File: src/rtl/ts_cap_pkg.sv
// Shared constants and the FIFO entry type for the transport stream capture block.
package ts_cap_pkg;
    localparam int WORD_W         = 32;
    localparam int BYTES_PER_WORD = WORD_W / 8;
    localparam int LANE_W         = $clog2(BYTES_PER_WORD);

    // One FIFO slot: either a data word or a marker that rewinds the pointer.
    typedef struct packed {
        logic              abort;
        logic              last;
        logic [WORD_W-1:0] data;
    } fifo_ent_t;
endpackage

File: src/rtl/ts_deser.sv
// Input front end. Turns the parallel or serial stream into a byte stream,
// one byte per output strobe, with a flag on the first byte of a packet.
// Assumes that the serial bit arrives on in_data[0] MSB first and that a
// start-of-packet marker restarts byte alignment.
module ts_deser (
    input  logic       clk,
    input  logic       rst_n,
    input  logic       enable,
    input  logic       serial_mode,
    input  logic       in_valid,
    input  logic       in_sop,
    input  logic [7:0] in_data,
    output logic       byte_valid,
    output logic       byte_sop,
    output logic [7:0] byte_data
);
    logic [6:0] shreg;
    logic [2:0] bit_cnt;
    logic       pend_sop;
    logic [6:0] shreg_base;
    logic [2:0] cnt_base;
    logic       sop_base;

    // Pick the starting point for a serial bit: restart on a marker.
    always_comb begin
        shreg_base = in_sop ? 7'd0 : shreg;
        cnt_base   = in_sop ? 3'd0 : bit_cnt;
        sop_base   = in_sop | pend_sop;
    end

    // Build bytes from the input and flag the first one of each packet.
    always_ff @(posedge clk) begin
        if (!rst_n || !enable) begin
            shreg      <= '0;
            bit_cnt    <= '0;
            pend_sop   <= 1'b0;
            byte_valid <= 1'b0;
            byte_sop   <= 1'b0;
            byte_data  <= '0;
        end else begin
            byte_valid <= 1'b0;
            if (in_valid) begin
                if (!serial_mode) begin
                    byte_valid <= 1'b1;
                    byte_sop   <= in_sop;
                    byte_data  <= in_data;
                end else if (cnt_base == 3'd7) begin
                    byte_valid <= 1'b1;
                    byte_sop   <= sop_base;
                    byte_data  <= {shreg_base, in_data[0]};
                    bit_cnt    <= 3'd0;
                    pend_sop   <= 1'b0;
                end else begin
                    shreg      <= {shreg_base[5:0], in_data[0]};
                    bit_cnt    <= cnt_base + 3'd1;
                    pend_sop   <= sop_base;
                end
            end
        end
    end
endmodule

File: src/rtl/ts_packer.sv
// Packet aligner and word packer. Counts bytes from each start-of-packet,
// packs them little-endian into words, and issues an abort entry when a
// marker cuts a packet short. Assumes at most one byte per cycle.
module ts_packer
    import ts_cap_pkg::*;
#(
    parameter int PKT_BYTES = 188,
    parameter int ERR_W     = 8
) (
    input  logic             clk,
    input  logic             rst_n,
    input  logic             enable,
    input  logic             byte_valid,
    input  logic             byte_sop,
    input  logic [7:0]       byte_data,
    output logic             push,
    output fifo_ent_t        push_ent,
    output logic [ERR_W-1:0] err_count
);
    localparam int CNT_W = $clog2(PKT_BYTES + 1);

    logic [CNT_W-1:0]  byte_cnt;
    logic [LANE_W-1:0] lane;
    logic [WORD_W-9:0] part;
    logic              in_pkt;
    logic              abort_now;
    logic              pkt_end;

    assign abort_now = enable && byte_valid && byte_sop && in_pkt;
    assign pkt_end   = (byte_cnt == CNT_W'(PKT_BYTES - 1));

    // Track packet position and emit complete words or abort markers.
    always_ff @(posedge clk) begin
        if (!rst_n || !enable) begin
            byte_cnt <= '0;
            lane     <= '0;
            part     <= '0;
            in_pkt   <= 1'b0;
            push     <= 1'b0;
            push_ent <= '0;
        end else begin
            push <= 1'b0;
            if (byte_valid && byte_sop) begin
                if (in_pkt) begin
                    push     <= 1'b1;
                    push_ent <= '{abort: 1'b1, last: 1'b0, data: '0};
                end
                in_pkt    <= 1'b1;
                part[7:0] <= byte_data;
                lane      <= LANE_W'(1);
                byte_cnt  <= CNT_W'(1);
            end else if (byte_valid && in_pkt) begin
                if (lane == LANE_W'(BYTES_PER_WORD - 1)) begin
                    push     <= 1'b1;
                    push_ent <= '{abort: 1'b0, last: pkt_end, data: {byte_data, part}};
                end else begin
                    part[{lane, 3'b000} +: 8] <= byte_data;
                end
                lane     <= lane + LANE_W'(1);
                byte_cnt <= pkt_end ? '0 : byte_cnt + CNT_W'(1);
                if (pkt_end) in_pkt <= 1'b0;
            end
        end
    end

    // Count dropped packets, saturating, kept across enable changes.
    always_ff @(posedge clk) begin
        if (!rst_n) begin
            err_count <= '0;
        end else if (abort_now && err_count != '1) begin
            err_count <= err_count + ERR_W'(1);
        end
    end


    err_step_chk: assert property (@(posedge clk) disable iff (!rst_n)
        (err_count != $past(err_count)) |-> $past(abort_now));
endmodule

File: src/rtl/ts_fifo.sv
// Small synchronous FIFO between the packer and the write port. A push into
// a full FIFO is dropped; the caller records it. A flush empties it.
module ts_fifo
    import ts_cap_pkg::*;
#(
    parameter int DEPTH = 8
) (
    input  logic      clk,
    input  logic      rst_n,
    input  logic      flush,
    input  logic      push,
    input  fifo_ent_t push_ent,
    input  logic      pop,
    output fifo_ent_t head,
    output logic      not_empty,
    output logic      full
);
    localparam int PTR_W = $clog2(DEPTH);

    fifo_ent_t        mem [DEPTH];
    logic [PTR_W-1:0] rd_ptr;
    logic [PTR_W-1:0] wr_ptr;
    logic [PTR_W:0]   count;
    logic             do_push;
    logic             do_pop;

    assign not_empty = (count != '0);
    assign full      = (count == (PTR_W+1)'(DEPTH));
    assign do_push   = push && !full;
    assign do_pop    = pop && not_empty;
    assign head      = mem[rd_ptr];

    // Store incoming entries.
    always_ff @(posedge clk) begin
        if (do_push) mem[wr_ptr] <= push_ent;
    end

    // Move the pointers and the occupancy count.
    always_ff @(posedge clk) begin
        if (!rst_n || flush) begin
            rd_ptr <= '0;
            wr_ptr <= '0;
            count  <= '0;
        end else begin
            if (do_push) wr_ptr <= (wr_ptr == PTR_W'(DEPTH - 1)) ? '0 : wr_ptr + PTR_W'(1);
            if (do_pop)  rd_ptr <= (rd_ptr == PTR_W'(DEPTH - 1)) ? '0 : rd_ptr + PTR_W'(1);
            count <= count + (PTR_W+1)'(do_push) - (PTR_W+1)'(do_pop);
        end
    end
endmodule

File: src/rtl/ts_dma.sv
// Address generator for the write port. Writes data entries at a running
// address, rewinds to the packet start on an abort entry, and moves between
// the two buffers after the programmed number of packets. Assumes that the
// bases and the packet count are stable while capture runs.
module ts_dma
    import ts_cap_pkg::*;
#(
    parameter int ADDR_W = 32,
    parameter int PKTS_W = 8
) (
    input  logic              clk,
    input  logic              rst_n,
    input  logic              enable,
    input  fifo_ent_t         head,
    input  logic              head_valid,
    input  logic [ADDR_W-1:0] base_a,
    input  logic [ADDR_W-1:0] base_b,
    input  logic [PKTS_W-1:0] pkts_per_buf,
    input  logic              wr_ready,
    output logic              pop,
    output logic              wr_valid,
    output logic [ADDR_W-1:0] wr_addr,
    output logic [WORD_W-1:0] wr_data,
    output logic [1:0]        buf_done
);
    localparam logic [ADDR_W-1:0] STEP = ADDR_W'(BYTES_PER_WORD);

    logic [ADDR_W-1:0] cur_addr;
    logic [ADDR_W-1:0] pkt_start;
    logic [PKTS_W-1:0] pkt_cnt;
    logic              buf_sel;
    logic              fire;
    logic              skip;
    logic              buf_full;

    assign skip     = head_valid && head.abort;
    assign wr_valid = head_valid && !head.abort;
    assign wr_data  = head.data;
    assign wr_addr  = cur_addr;
    assign fire     = wr_valid && wr_ready;
    assign pop      = fire || skip;
    assign buf_full = ({1'b0, pkt_cnt} + (PKTS_W+1)'(1)) >= {1'b0, pkts_per_buf};

    // Advance the address, rewind on abort, switch buffers when full.
    always_ff @(posedge clk) begin
        if (!rst_n || !enable) begin
            cur_addr  <= base_a;
            pkt_start <= base_a;
            pkt_cnt   <= '0;
            buf_sel   <= 1'b0;
            buf_done  <= '0;
        end else begin
            buf_done <= '0;
            if (skip) begin
                cur_addr <= pkt_start;
            end else if (fire && head.last && buf_full) begin
                buf_done[buf_sel] <= 1'b1;
                buf_sel   <= ~buf_sel;
                pkt_cnt   <= '0;
                cur_addr  <= buf_sel ? base_a : base_b;
                pkt_start <= buf_sel ? base_a : base_b;
            end else if (fire && head.last) begin
                pkt_cnt   <= pkt_cnt + PKTS_W'(1);
                cur_addr  <= cur_addr + STEP;
                pkt_start <= cur_addr + STEP;
            end else if (fire) begin
                cur_addr <= cur_addr + STEP;
            end
        end
    end


    wr_hold_chk: assert property (@(posedge clk) disable iff (!rst_n)
        (wr_valid && !wr_ready && enable) |=>
            (wr_valid && $stable(wr_addr) && $stable(wr_data)));


    done_excl_chk: assert property (@(posedge clk) disable iff (!rst_n)
        $onehot0(buf_done));


    done_pulse_chk: assert property (@(posedge clk) disable iff (!rst_n)
        (buf_done != 2'b00) |=> (buf_done == 2'b00));
endmodule

File: src/rtl/ts_capture.sv
// Top of the transport stream capture block. Chains the input front end,
// the packet packer, the word FIFO and the buffer address generator, and
// keeps the sticky overflow flag. Assumes one clock for stream and memory.
module ts_capture
    import ts_cap_pkg::*;
#(
    parameter int PKT_BYTES  = 188,
    parameter int ADDR_W     = 32,
    parameter int PKTS_W     = 8,
    parameter int ERR_W      = 8,
    parameter int FIFO_DEPTH = 8
) (
    input  logic              clk,
    input  logic              rst_n,
    input  logic              enable,
    input  logic              serial_mode,
    input  logic              ts_valid,
    input  logic              ts_sop,
    input  logic [7:0]        ts_data,
    input  logic [ADDR_W-1:0] base_a,
    input  logic [ADDR_W-1:0] base_b,
    input  logic [PKTS_W-1:0] pkts_per_buf,
    output logic              wr_valid,
    input  logic              wr_ready,
    output logic [ADDR_W-1:0] wr_addr,
    output logic [WORD_W-1:0] wr_data,
    output logic [1:0]        buf_done,
    output logic [ERR_W-1:0]  err_count,
    output logic              overflow
);
    logic       b_valid;
    logic       b_sop;
    logic [7:0] b_data;
    logic       push;
    fifo_ent_t  push_ent;
    fifo_ent_t  head;
    logic       head_valid;
    logic       full;
    logic       pop;

    ts_deser u_deser (
        .clk(clk), .rst_n(rst_n), .enable(enable), .serial_mode(serial_mode),
        .in_valid(ts_valid), .in_sop(ts_sop), .in_data(ts_data),
        .byte_valid(b_valid), .byte_sop(b_sop), .byte_data(b_data)
    );

    ts_packer #(.PKT_BYTES(PKT_BYTES), .ERR_W(ERR_W)) u_packer (
        .clk(clk), .rst_n(rst_n), .enable(enable),
        .byte_valid(b_valid), .byte_sop(b_sop), .byte_data(b_data),
        .push(push), .push_ent(push_ent), .err_count(err_count)
    );

    ts_fifo #(.DEPTH(FIFO_DEPTH)) u_fifo (
        .clk(clk), .rst_n(rst_n), .flush(!enable),
        .push(push), .push_ent(push_ent), .pop(pop),
        .head(head), .not_empty(head_valid), .full(full)
    );

    ts_dma #(.ADDR_W(ADDR_W), .PKTS_W(PKTS_W)) u_dma (
        .clk(clk), .rst_n(rst_n), .enable(enable),
        .head(head), .head_valid(head_valid),
        .base_a(base_a), .base_b(base_b), .pkts_per_buf(pkts_per_buf),
        .wr_ready(wr_ready), .pop(pop), .wr_valid(wr_valid),
        .wr_addr(wr_addr), .wr_data(wr_data), .buf_done(buf_done)
    );

    // Latch a lost push until reset.
    always_ff @(posedge clk) begin
        if (!rst_n) overflow <= 1'b0;
        else if (push && full) overflow <= 1'b1;
    end


    ovf_sticky_chk: assert property (@(posedge clk) disable iff (!rst_n)
        overflow |=> overflow);


    flush_idle_chk: assert property (@(posedge clk) disable iff (!rst_n)
        !enable |=> !wr_valid);
endmodule

File: config.mk
export PLATFORM = sky130hd
export DESIGN_NAME = ts_capture
export DESIGN_NICKNAME = d
export VERILOG_FILES = /design/src/rtl/ts_cap_pkg.sv /design/src/rtl/ts_deser.sv /design/src/rtl/ts_packer.sv /design/src/rtl/ts_fifo.sv /design/src/rtl/ts_dma.sv /design/src/rtl/ts_capture.sv
export SDC_FILE = /design/constraint.sdc
export NUM_CORES = 1
export LEC_CHECK = 0
export ABC_CLOCK_PERIOD_IN_PS = 5900
export BUFFER_PORTS_ARGS = -buffer_cell sky130_fd_sc_hd__buf_2
export CORE_MARGIN = 3
export CORE_UTILIZATION = 60
export CTS_CLUSTER_SIZE = 30
export DETAILED_ROUTE_END_ITERATION = 10
export GPL_TIMING_DRIVEN = 0
export PLACE_DENSITY = 0.8
export SETUP_SLACK_MARGIN = 0.5
export SLEW_MARGIN = 0
export SYNTH_ARGS = -nofsm -noshare
export SYNTH_HDL_FRONTEND = slang
export SYNTH_SLANG_ARGS = --single-unit
File: constraint.sdc
create_clock -name clk -period 5.9 [get_ports clk]
set_input_delay 1.475 -clock clk [delete_from_list [all_inputs] [get_ports clk]]
set_output_delay 1.475 -clock clk [all_outputs]
set_load 0.03 [all_outputs]
==> results.md, run 1 <==
* RSZ-0062 raised after global routing: no
* Drc violations at 0
* CTS resizes at 0
* Remaining antenna violation count at 0
* Warnings from Yosys at 0
* Instance count along the most critical hold path at 2
* Number of library cell types mapped by synthesis at 56
* Wire length of the first global-routing pass at between 70000 and 80000 µm
* Count of buffer and inverter cells on the critical path at 4
* CTS Hold Buffers Added at 0
* Number of buffers added by the clock tree synthesis step at 46
* Design Power at 0.00800 W
* Min cycle time layout at 4.62 ns
* Final hold violation count at 0
* Setup slack of the worst register-to-register path at slightly above 2 ns
* Power density over cell area at 349 nW/µm²
* Final nets at roughly 1700
* Most used cells in the layout excluding fill and tap cells: sky130_fd_sc_hd__edfxtp_1, sky130_fd_sc_hd__buf_2, sky130_fd_sc_hd__dfxtp_1, sky130_fd_sc_hd__nand2_1
* Proportion of layout cells with a drive suffix above 1 at ~25%
* Hold Path Class: reg -> reg
* Number of enable-type register cells in the synthesized netlist at 336
* Vias after detailed routing at about 13000
* Die area at 34900 µm²
* Clock Path Buffers at 3
* Dominant delay contributor by cell family on the critical path: buffers and inverters
* 1st-iter DRT viols at 1505
* Worst min-delay path endpoint: u_deser.shreg[1]
* Final worst clock skew at 0.0302 ns
* Required time reported for the critical path endpoint at 4.43 ns
* Post-Synthesis Cell Area at 19600 µm²
* CP startpoint kind: flip-flop
* First-pass iteration count of the detailed router at 6
* Cell leakage power at 7.53 nW
* Final cell area excluding filler cells at 22900 µm²
* Share of synthesized area occupied by flip-flops and latches at between 60 and 70%
* Syn Inst Count at 1363
* Pin count of the biggest net entering global routing at 33
* Clock tree from TritonCTS: done
* Final Util at a little under three quarters
* Half-perimeter wire length after placement at 31700 µm
* Synth Flop Type: sky130_fd_sc_hd__edfxtp_1
* I/O Buffers at 162
* Synth async-reset ratio at 0%
* Clk sink count at 460
* Chip Height at 187 µm
* FF+latch count, synth at 460
* CTS clock-pin slew for the worst setup and hold paths at approximately 0.06 ns
* Crit Reg-Reg Endpoint: u_dma.pkt_start[11]
* Setup-failing EPs final at 0
* Most used cell, CP: sky130_fd_sc_hd__buf_2
* Setup ws final at 1.28 ns
* Via count of the first global-routing pass at 13400
* Final worst-path cycle share at 78.3%
* Syn Nets at 1479
* Mapped Avg Cell Area at 14.4 µm²
* Weighted congestion at the end of routability-driven global placement at roughly 0.9
* Top post-synthesis cells by area: sky130_fd_sc_hd__edfxtp_1, sky130_fd_sc_hd__dfxtp_1, sky130_fd_sc_hd__mux4_2
* Buffer count from post-CTS setup fixing at 0
* Worst vdd ir at 0.242 mV
* Type of element capturing the critical path: output port
* Area share of the largest cell type after synthesis at 51.5%
* WP data arrival at 3.15 ns
* Top fanout value on the critical path at 10
* Final global-route overflow total at 0
* Cell-by-cell trace of the critical path: buf_6, clkbuf_1, buf_2, mux4_2, mux2_2, buf_2
* Floorplan die width at 187 µm
* Number of antenna violations at the first check in global routing at 3
* Vias per inst at 6.37
* Placeable Area at 31900 µm²
* Count of H-tree levels built during CTS at 2
* TNS Setup at 0 ns
* Start-to-end type of the worst setup path: reg -> out
* Total routed wirelength at between 40000 and 50000 µm
* Row Count at 65
* Most frequent standard cell in the layout excluding fill and tap cells: sky130_fd_sc_hd__edfxtp_1
* Depth of the worst register-to-register path at 12
* Worst slack at placement at 1.70 ns
* Count of filler cells inserted in the layout at approximately 2100
* HP Start: u_deser.shreg[1]
* Worst path max stage delay at 0.57 ns
* Max-cap violation count at 0
* Cell Area, Placed at 21300 µm²
* Synthesis-to-layout area growth at 16.9%
* Fmax at 216 MHz
* CP max-delay cell: sky130_fd_sc_hd__clkbuf_1
* Starting utilization of the core area at around 60%
* Tot GR Track Use at 27.4%
* Status: finished clean
* Cell type contributing the most total cell area after synthesis: sky130_fd_sc_hd__edfxtp_1
* Headroom to the max-slew limit at 32.5%
* Slew at the pin with the worst max-slew slack at 1.01 ns
* Buffer cell driving the clock tree root: sky130_fd_sc_hd__clkbuf_16
* Clock network latency to the later pin of the worst-skew pair at 0.57 ns
* I/O Pins at 163
* Pins over their slew limit at 0
* Routed wirelength normalized by instance count at 23.1 µm
* Startpoint of the worst-slack reg-to-reg timing path: u_dma.pkt_cnt[0]
## state kept, by name (all words and copies together) (netlist names), 2 cells and up, named ones only
register	flops
u_packer.byte_cnt	8
u_packer.lane	2
u_fifo.mem	272
u_deser.byte_data	8
u_packer.err_count	8
u_fifo.wr_ptr	3
u_dma.pkt_start	32
u_deser.bit_cnt	3
u_deser.shreg	7
u_fifo.rd_ptr	3
u_packer.push_ent	34
u_fifo.count	4
u_dma.wr_addr	32
u_packer.part	24
u_dma.buf_done	2
u_dma.pkt_cnt	8
## synthesized netlist by cell type (all sizes together) (2+ instances only)
| cell type | instances |
|---|---|
| nor3b | 2 |
| a21boi | 4 |
| a22o | 28 |
| nor4 | 14 |
| a221oi | 12 |
| mux4 | 66 |
| and3 | 8 |
| a311oi | 3 |
| nor2 | 59 |
| nand2 | 105 |
| inv | 24 |
| nand2b | 3 |
| a21oi | 59 |
| ha | 28 |
| a22oi | 17 |
| o22ai | 21 |
| and4 | 6 |
| a221o | 15 |
| a2bb2oi | 13 |
| nor2b | 14 |
| xor2 | 25 |
| a2111oi | 11 |
| or3 | 5 |
| or2 | 2 |
| dfxtp | 124 |
| and2 | 33 |
| a211oi | 11 |
| nor3 | 26 |
| nand4 | 17 |
| xnor2 | 22 |
| a31oi | 2 |
| nand3 | 41 |
| a21o | 21 |
| mux2i | 50 |
| edfxtp | 336 |
| o21ai | 15 |
| mux2 | 37 |
| clkbuf | 55 |
| buf | 21 |
## cells by family (layout without fill, tap and decap cells)
group                    count (synthesis)  count (layout)  synth area share [%]
adder cells (fa/ha/maj)                 29              29                  1.89
XOR/XNOR                                47              47                  2.10
flip-flops                             460             460                  64.1
multiplexers                           153             153                  12.3
AND/OR/NAND/NOR                        338             338                  8.44
other                                    0               3                     0
buffers and inverters                  100             373                  2.28
AO/OA/AOI/OAI                          236             236                  8.89
## area by class of cell
cell class,count,area (µm²),share of cell area [%]
multi-input cells,803,6640,29.0
clock inverters,23,264,1.15
plain buffers,76,357,1.56
clock buffers,63,1310,5.71
inverters,24,90.1,0.393
diodes,3,7.51,0.0328
well taps,435,544,2.37
repair buffers,187,1140,4.97
flip-flops and latches,460,12600,54.9
## how the worst max path moves through the flow
| stage | end | slack, ns | depth (start not counted) |
|---|---|---|---|
| 4_1_cts | wr_data[31] | 1.19 | 6 |
| 3_3_place_gp | u_fifo.mem[0][16] | -1.99 | 5 |
| 6_report | wr_data[25] | 1.28 | 6 |
| 3_5_place_dp | u_dma.wr_addr[21] | 1.70 | 6 |
| 2_1_floorplan | u_fifo.mem[0][0] | 1.37 | 5 |
| 5_1_grt | wr_data[30] | 1.13 | 6 |
## worst register-to-register path, cell delays in order, from the launching register on
cell and delay (ns):
sky130_fd_sc_hd__dfxtp_1 0.45, sky130_fd_sc_hd__ha_1 0.31, sky130_fd_sc_hd__nand4_1 0.14, sky130_fd_sc_hd__or2_2 0.31, sky130_fd_sc_hd__nand2_1 0.08, sky130_fd_sc_hd__ha_1 0.23, sky130_fd_sc_hd__o21ai_0 0.15, sky130_fd_sc_hd__nor2_1 0.08
sky130_fd_sc_hd__a211oi_1 0.67, sky130_fd_sc_hd__a211o_1 0.41, sky130_fd_sc_hd__buf_1 0.48, sky130_fd_sc_hd__o22ai_1 0.18, sky130_fd_sc_hd__a2bb2oi_1 0.21
## power breakdown
part	switching, W	internal, W	total (W)
Sequential	0.000155	0.00361	0.00376
Combinational	0.000775	0.000471	0.00125
Clock	0.00124	0.00175	0.00299
Total	0.00217	0.00583	0.00800
## metal layers
layer / global-route usage (%) / up-vias / routed length [µm]
met2: 44.0 / 751 / 23100
met5: 0 / - / 0
met3: 4.88 / 114 / 4230
li1: - / 5793 / -
met1: 38.4 / 6545 / 19300
met4: 9.22 / 0 / 1420
## metrics by stage
step	std cells	hold WS [ns]
finish	2074	0.450
global route	2073	0.470
CTS	2071	0.450
detailed placement	1985	0.442
global placement	1960	0.438
floorplan	1363	0.432
(Power assumes the default switching activity.)
==> run 2: changes to the inputs <==
ABC_AREA = 1   (was default)
ABC_CLOCK_PERIOD_IN_PS = 3900   (was 5900)
CORE_UTILIZATION = 54   (was 60)
PLACE_DENSITY = 0.76   (was 0.8)
clock period = 3.9 ns   (was 5.9 ns; I/O delays follow)
==> results.md, run 2 <==
* Status: finished clean
* Clock network latency to the later pin of the worst-skew pair at 0.61 ns
* Biggest regs: u_fifo.mem x272, u_packer.push_ent x34
* Worst vdd ir at 0.355 mV
* Final worst clock skew at 0.0417 ns
* Die area at 40400 µm²
* Crit Reg-Reg Endpoint: u_dma.wr_addr[19]
* Tot GR Track Use at 25.9%
* Worst min-delay path endpoint: overflow
* Power dissipated by switching net loads at 0.00494 W
* Floorplan die width at approximately 200 µm
* Switching share of power at roughly a third
* Antenna Diode Count at 0
* Clk sink count at 460
* Setup-failing EPs final at 0
* Synth async-reset ratio at 0%
* Hold Path Class: reg -> reg
* Type of element capturing the critical path: output port
* Cell type contributing the most total cell area after synthesis: sky130_fd_sc_hd__edfxtp_1
* Area of the multi-input gates at approximately 7100 µm²
* Flip-flop count of the largest register after layout at 272
* Startpoint of the worst-slack reg-to-reg timing path: u_dma.pkt_cnt[0]
* Final Util at 64.8%
* Commonest cells in the synthesized netlist: sky130_fd_sc_hd__nor2_1, sky130_fd_sc_hd__nand2_1, sky130_fd_sc_hd__edfxtp_1
* Number of antenna violations at the first check in global routing at 0
* Register with the most flip-flops: u_fifo.mem
* Weighted congestion at the end of routability-driven global placement at 0.960
* CP startpoint kind: flip-flop
* Syn Inst Count at 2088
* Number of enable-type register cells in the synthesized netlist at 336
* Syn Nets at 2204
* Fraction of power consumed by the clock network at 31.1%
* Cell leakage power at 9.32 nW
* Fmax at between 300 and 400 MHz
* CTS Hold Buffers Added at 0
* Max-cap violation count at 0
* Vias per inst at 5.66
* Clock Path Buffers at 3
* Buffer count from post-CTS setup fixing at 0
* Top post-synthesis cells by area: sky130_fd_sc_hd__edfxtp_1, sky130_fd_sc_hd__dfxtp_1, sky130_fd_sc_hd__nor2_1
* Most common cell in the netlist: sky130_fd_sc_hd__nor2_1
* Setup slack of the worst register-to-register path at about 0.89 ns
* Wire length of the first global-routing pass at 83300 µm
* Final worst-path cycle share at 84.6%
* Area share of the largest cell type after synthesis at 49.1%
* Total routed wirelength at 53100 µm
* Clock tree from TritonCTS: done
* Cell Area, Placed at 22200 µm²
* Design Power at around 0.014 W
* Synthesis-to-layout area growth at 16.8%
* 1st-iter DRT viols at between 1000 and 1500
* Number of buffers added by the clock tree synthesis step at 46
* Sequential cell area at ~13000 µm²
* Share of total power in sequential cells at 39.8%
* Chip Height at 201 µm
* Min cycle time layout at 3.30 ns
* RSZ-0062 raised after global routing: yes
* Share of power burned in combinational logic at around 29%
* Drc violations at 0
* Routed wirelength normalized by instance count at about 19 µm
* Placeable Area at ~37000 µm²
* Final cell area excluding filler cells at 24000 µm²
* Power density over cell area at 594 nW/µm²
* I/O Pins at 163
* Starting utilization of the core area at 55.5%
* Top fanout value on the critical path at 10
* Proportion of layout cells with a drive suffix above 1 at approximately 17%
* First-pass iteration count of the detailed router at 6
* Warnings from Yosys at 0
* Number of library cell types mapped by synthesis at 42
* Most used cells in the layout excluding fill and tap cells: sky130_fd_sc_hd__nor2_1, sky130_fd_sc_hd__nand2_1, sky130_fd_sc_hd__edfxtp_1, sky130_fd_sc_hd__buf_2, sky130_fd_sc_hd__o21ai_0
* Most frequent standard cell in the layout excluding fill and tap cells: sky130_fd_sc_hd__nor2_1
* Internal portion of total power at 0.00933 W
* Start-to-end type of the worst setup path: reg -> out
* Via count of the first global-routing pass at 15500
* Pins over their slew limit at 0
* Instance count along the most critical hold path at 2
* Slew at the pin with the worst max-slew slack at 0.935 ns
* Synth Flop Type: sky130_fd_sc_hd__edfxtp_1
* Final global-route overflow total at 0
* Count of H-tree levels built during CTS at 2
* Required time reported for the critical path endpoint at 2.92 ns
* Remaining antenna violation count at 0
* Mapped Avg Cell Area at 9.84 µm²
* I/O Buffers at 161
* WP data arrival at ~2.3 ns
* Share of synthesized area occupied by flip-flops and latches at 61.2%
* FF+latch count, synth at 460
* Half-perimeter wire length after placement at 36700 µm
* Headroom to the max-slew limit at 37.4%
* Vias after detailed routing at 16100
* Depth of the worst register-to-register path at 15
* HP Start: overflow
* Final hold violation count at 0
* CTS clock-pin slew for the worst setup and hold paths at 0.06 ns
* Post-Synthesis Cell Area at about 21000 µm²
* Final nets at 2422
* Buffer cell driving the clock tree root: sky130_fd_sc_hd__clkbuf_16
* Count of filler cells inserted in the layout at 2902
* Row Count at 70
* Pin count of the biggest net entering global routing at 33
## run 2: changes by cell type in the layout (fill, tap and decap cells not counted), sizes merged, moves of 17 or more
cell	change
a31oi	+41
a22oi	-17
nor2	+329
nand2	+264
a22o	-28
mux2i	-50
o31ai	+25
nand3	+93
a21o	-21
and2	-33
inv	+108
o21ai	+158
mux4	-66
## run 2: per-layer routing
metal | vias up | wire (µm) | track usage, %
met1 | 7601 | 21600 | 35.6
li1 | 7627 | - | -
met3 | 109 | 5170 | 4.61
met5 | - | 0 | 0
met4 | 0 | 1640 | 9.76
met2 | 782 | 24700 | 41.4
## run 2: worst max-delay path by stage
| stage | end | slack, ns |
|---|---|---|
| 2_1_floorplan | u_fifo.mem[0][0] | 1.13 |
| 3_3_place_gp | u_fifo.mem[1][31] | -0.51 |
| 3_5_place_dp | u_dma.wr_addr[12] | 0.38 |
| 4_1_cts | wr_data[4] | 0.49 |
| 5_1_grt | wr_data[5] | 0.49 |
| 6_report | wr_data[1] | 0.60 |
## run 2: power groups by stage
stage	combinational, W	sequential, W	clock (W)
2_1_floorplan	0.00250	0.00594	0
3_3_place_gp	0.00381	0.00577	0
3_5_place_dp	0.00390	0.00577	0
4_1_cts	0.00406	0.00567	0.00448
5_1_grt	0.00451	0.00570	0.00467
6_report	0.00415	0.00568	0.00444
## run 2: worst max-delay path, stage by stage, from the launching register on
cell,delay (ns)
sky130_fd_sc_hd__dfxtp_2,0.37
sky130_fd_sc_hd__buf_6,0.16
sky130_fd_sc_hd__buf_6,0.16
sky130_fd_sc_hd__clkbuf_4,0.25
sky130_fd_sc_hd__nor2_1,0.07
sky130_fd_sc_hd__nor2_1,0.09
sky130_fd_sc_hd__o21ai_0,0.12
sky130_fd_sc_hd__a31oi_1,0.29
sky130_fd_sc_hd__buf_4,0.22
## run 2: layout make-up
cell class | instances | area share (%)
Clock inverter | 17 | 0.652
Sequential cell | 460 | 52.4
Tap cell | 504 | 2.63
Multi-Input combinational cell | 1387 | 29.4
Clock buffer | 67 | 5.77
Buffer | 109 | 2.74
Inverter | 132 | 2.08
Timing Repair Buffer | 170 | 4.32
## run 2: kinds of logic (layout without fill, tap and decap cells)
family | count (synthesis) | in the layout | synth area share, %
flip-flops | 460 | 460 | 61.2
AND/OR/NAND/NOR | 931 | 931 | 19.1
multiplexers | 32 | 32 | 1.75
AO/OA/AOI/OAI | 360 | 360 | 9.85
adder cells (fa/ha/maj) | 29 | 29 | 1.80
buffers and inverters | 241 | 495 | 4.85
XOR/XNOR | 35 | 35 | 1.49
## run 2: what timing repair did
| action | 4_1_cts | 5_1_grt |
|---|---|---|
| setup endpoints to repair | 32 | 31 |
| endpoints found under the hold margin | 0 | 0 |
| pin swaps | 0 | 2 |
| gates resized for setup | 66 | 48 |
## run 2: stage by stage
step / cells / hold WS, ns / setup TNS, ns / worst slack [ns]
6_report: 2846 / 0.453 / 0 / 0.600
5_1_grt: 2846 / 0.472 / 0 / 0.489
4_1_cts: 2846 / 0.451 / 0 / 0.492
3_5_place_dp: 2762 / 0.443 / 0 / 0.383
3_3_place_gp: 2753 / 0.438 / -58.53 / -0.514
2_1_floorplan: 2088 / 0.429 / 0 / 1.13
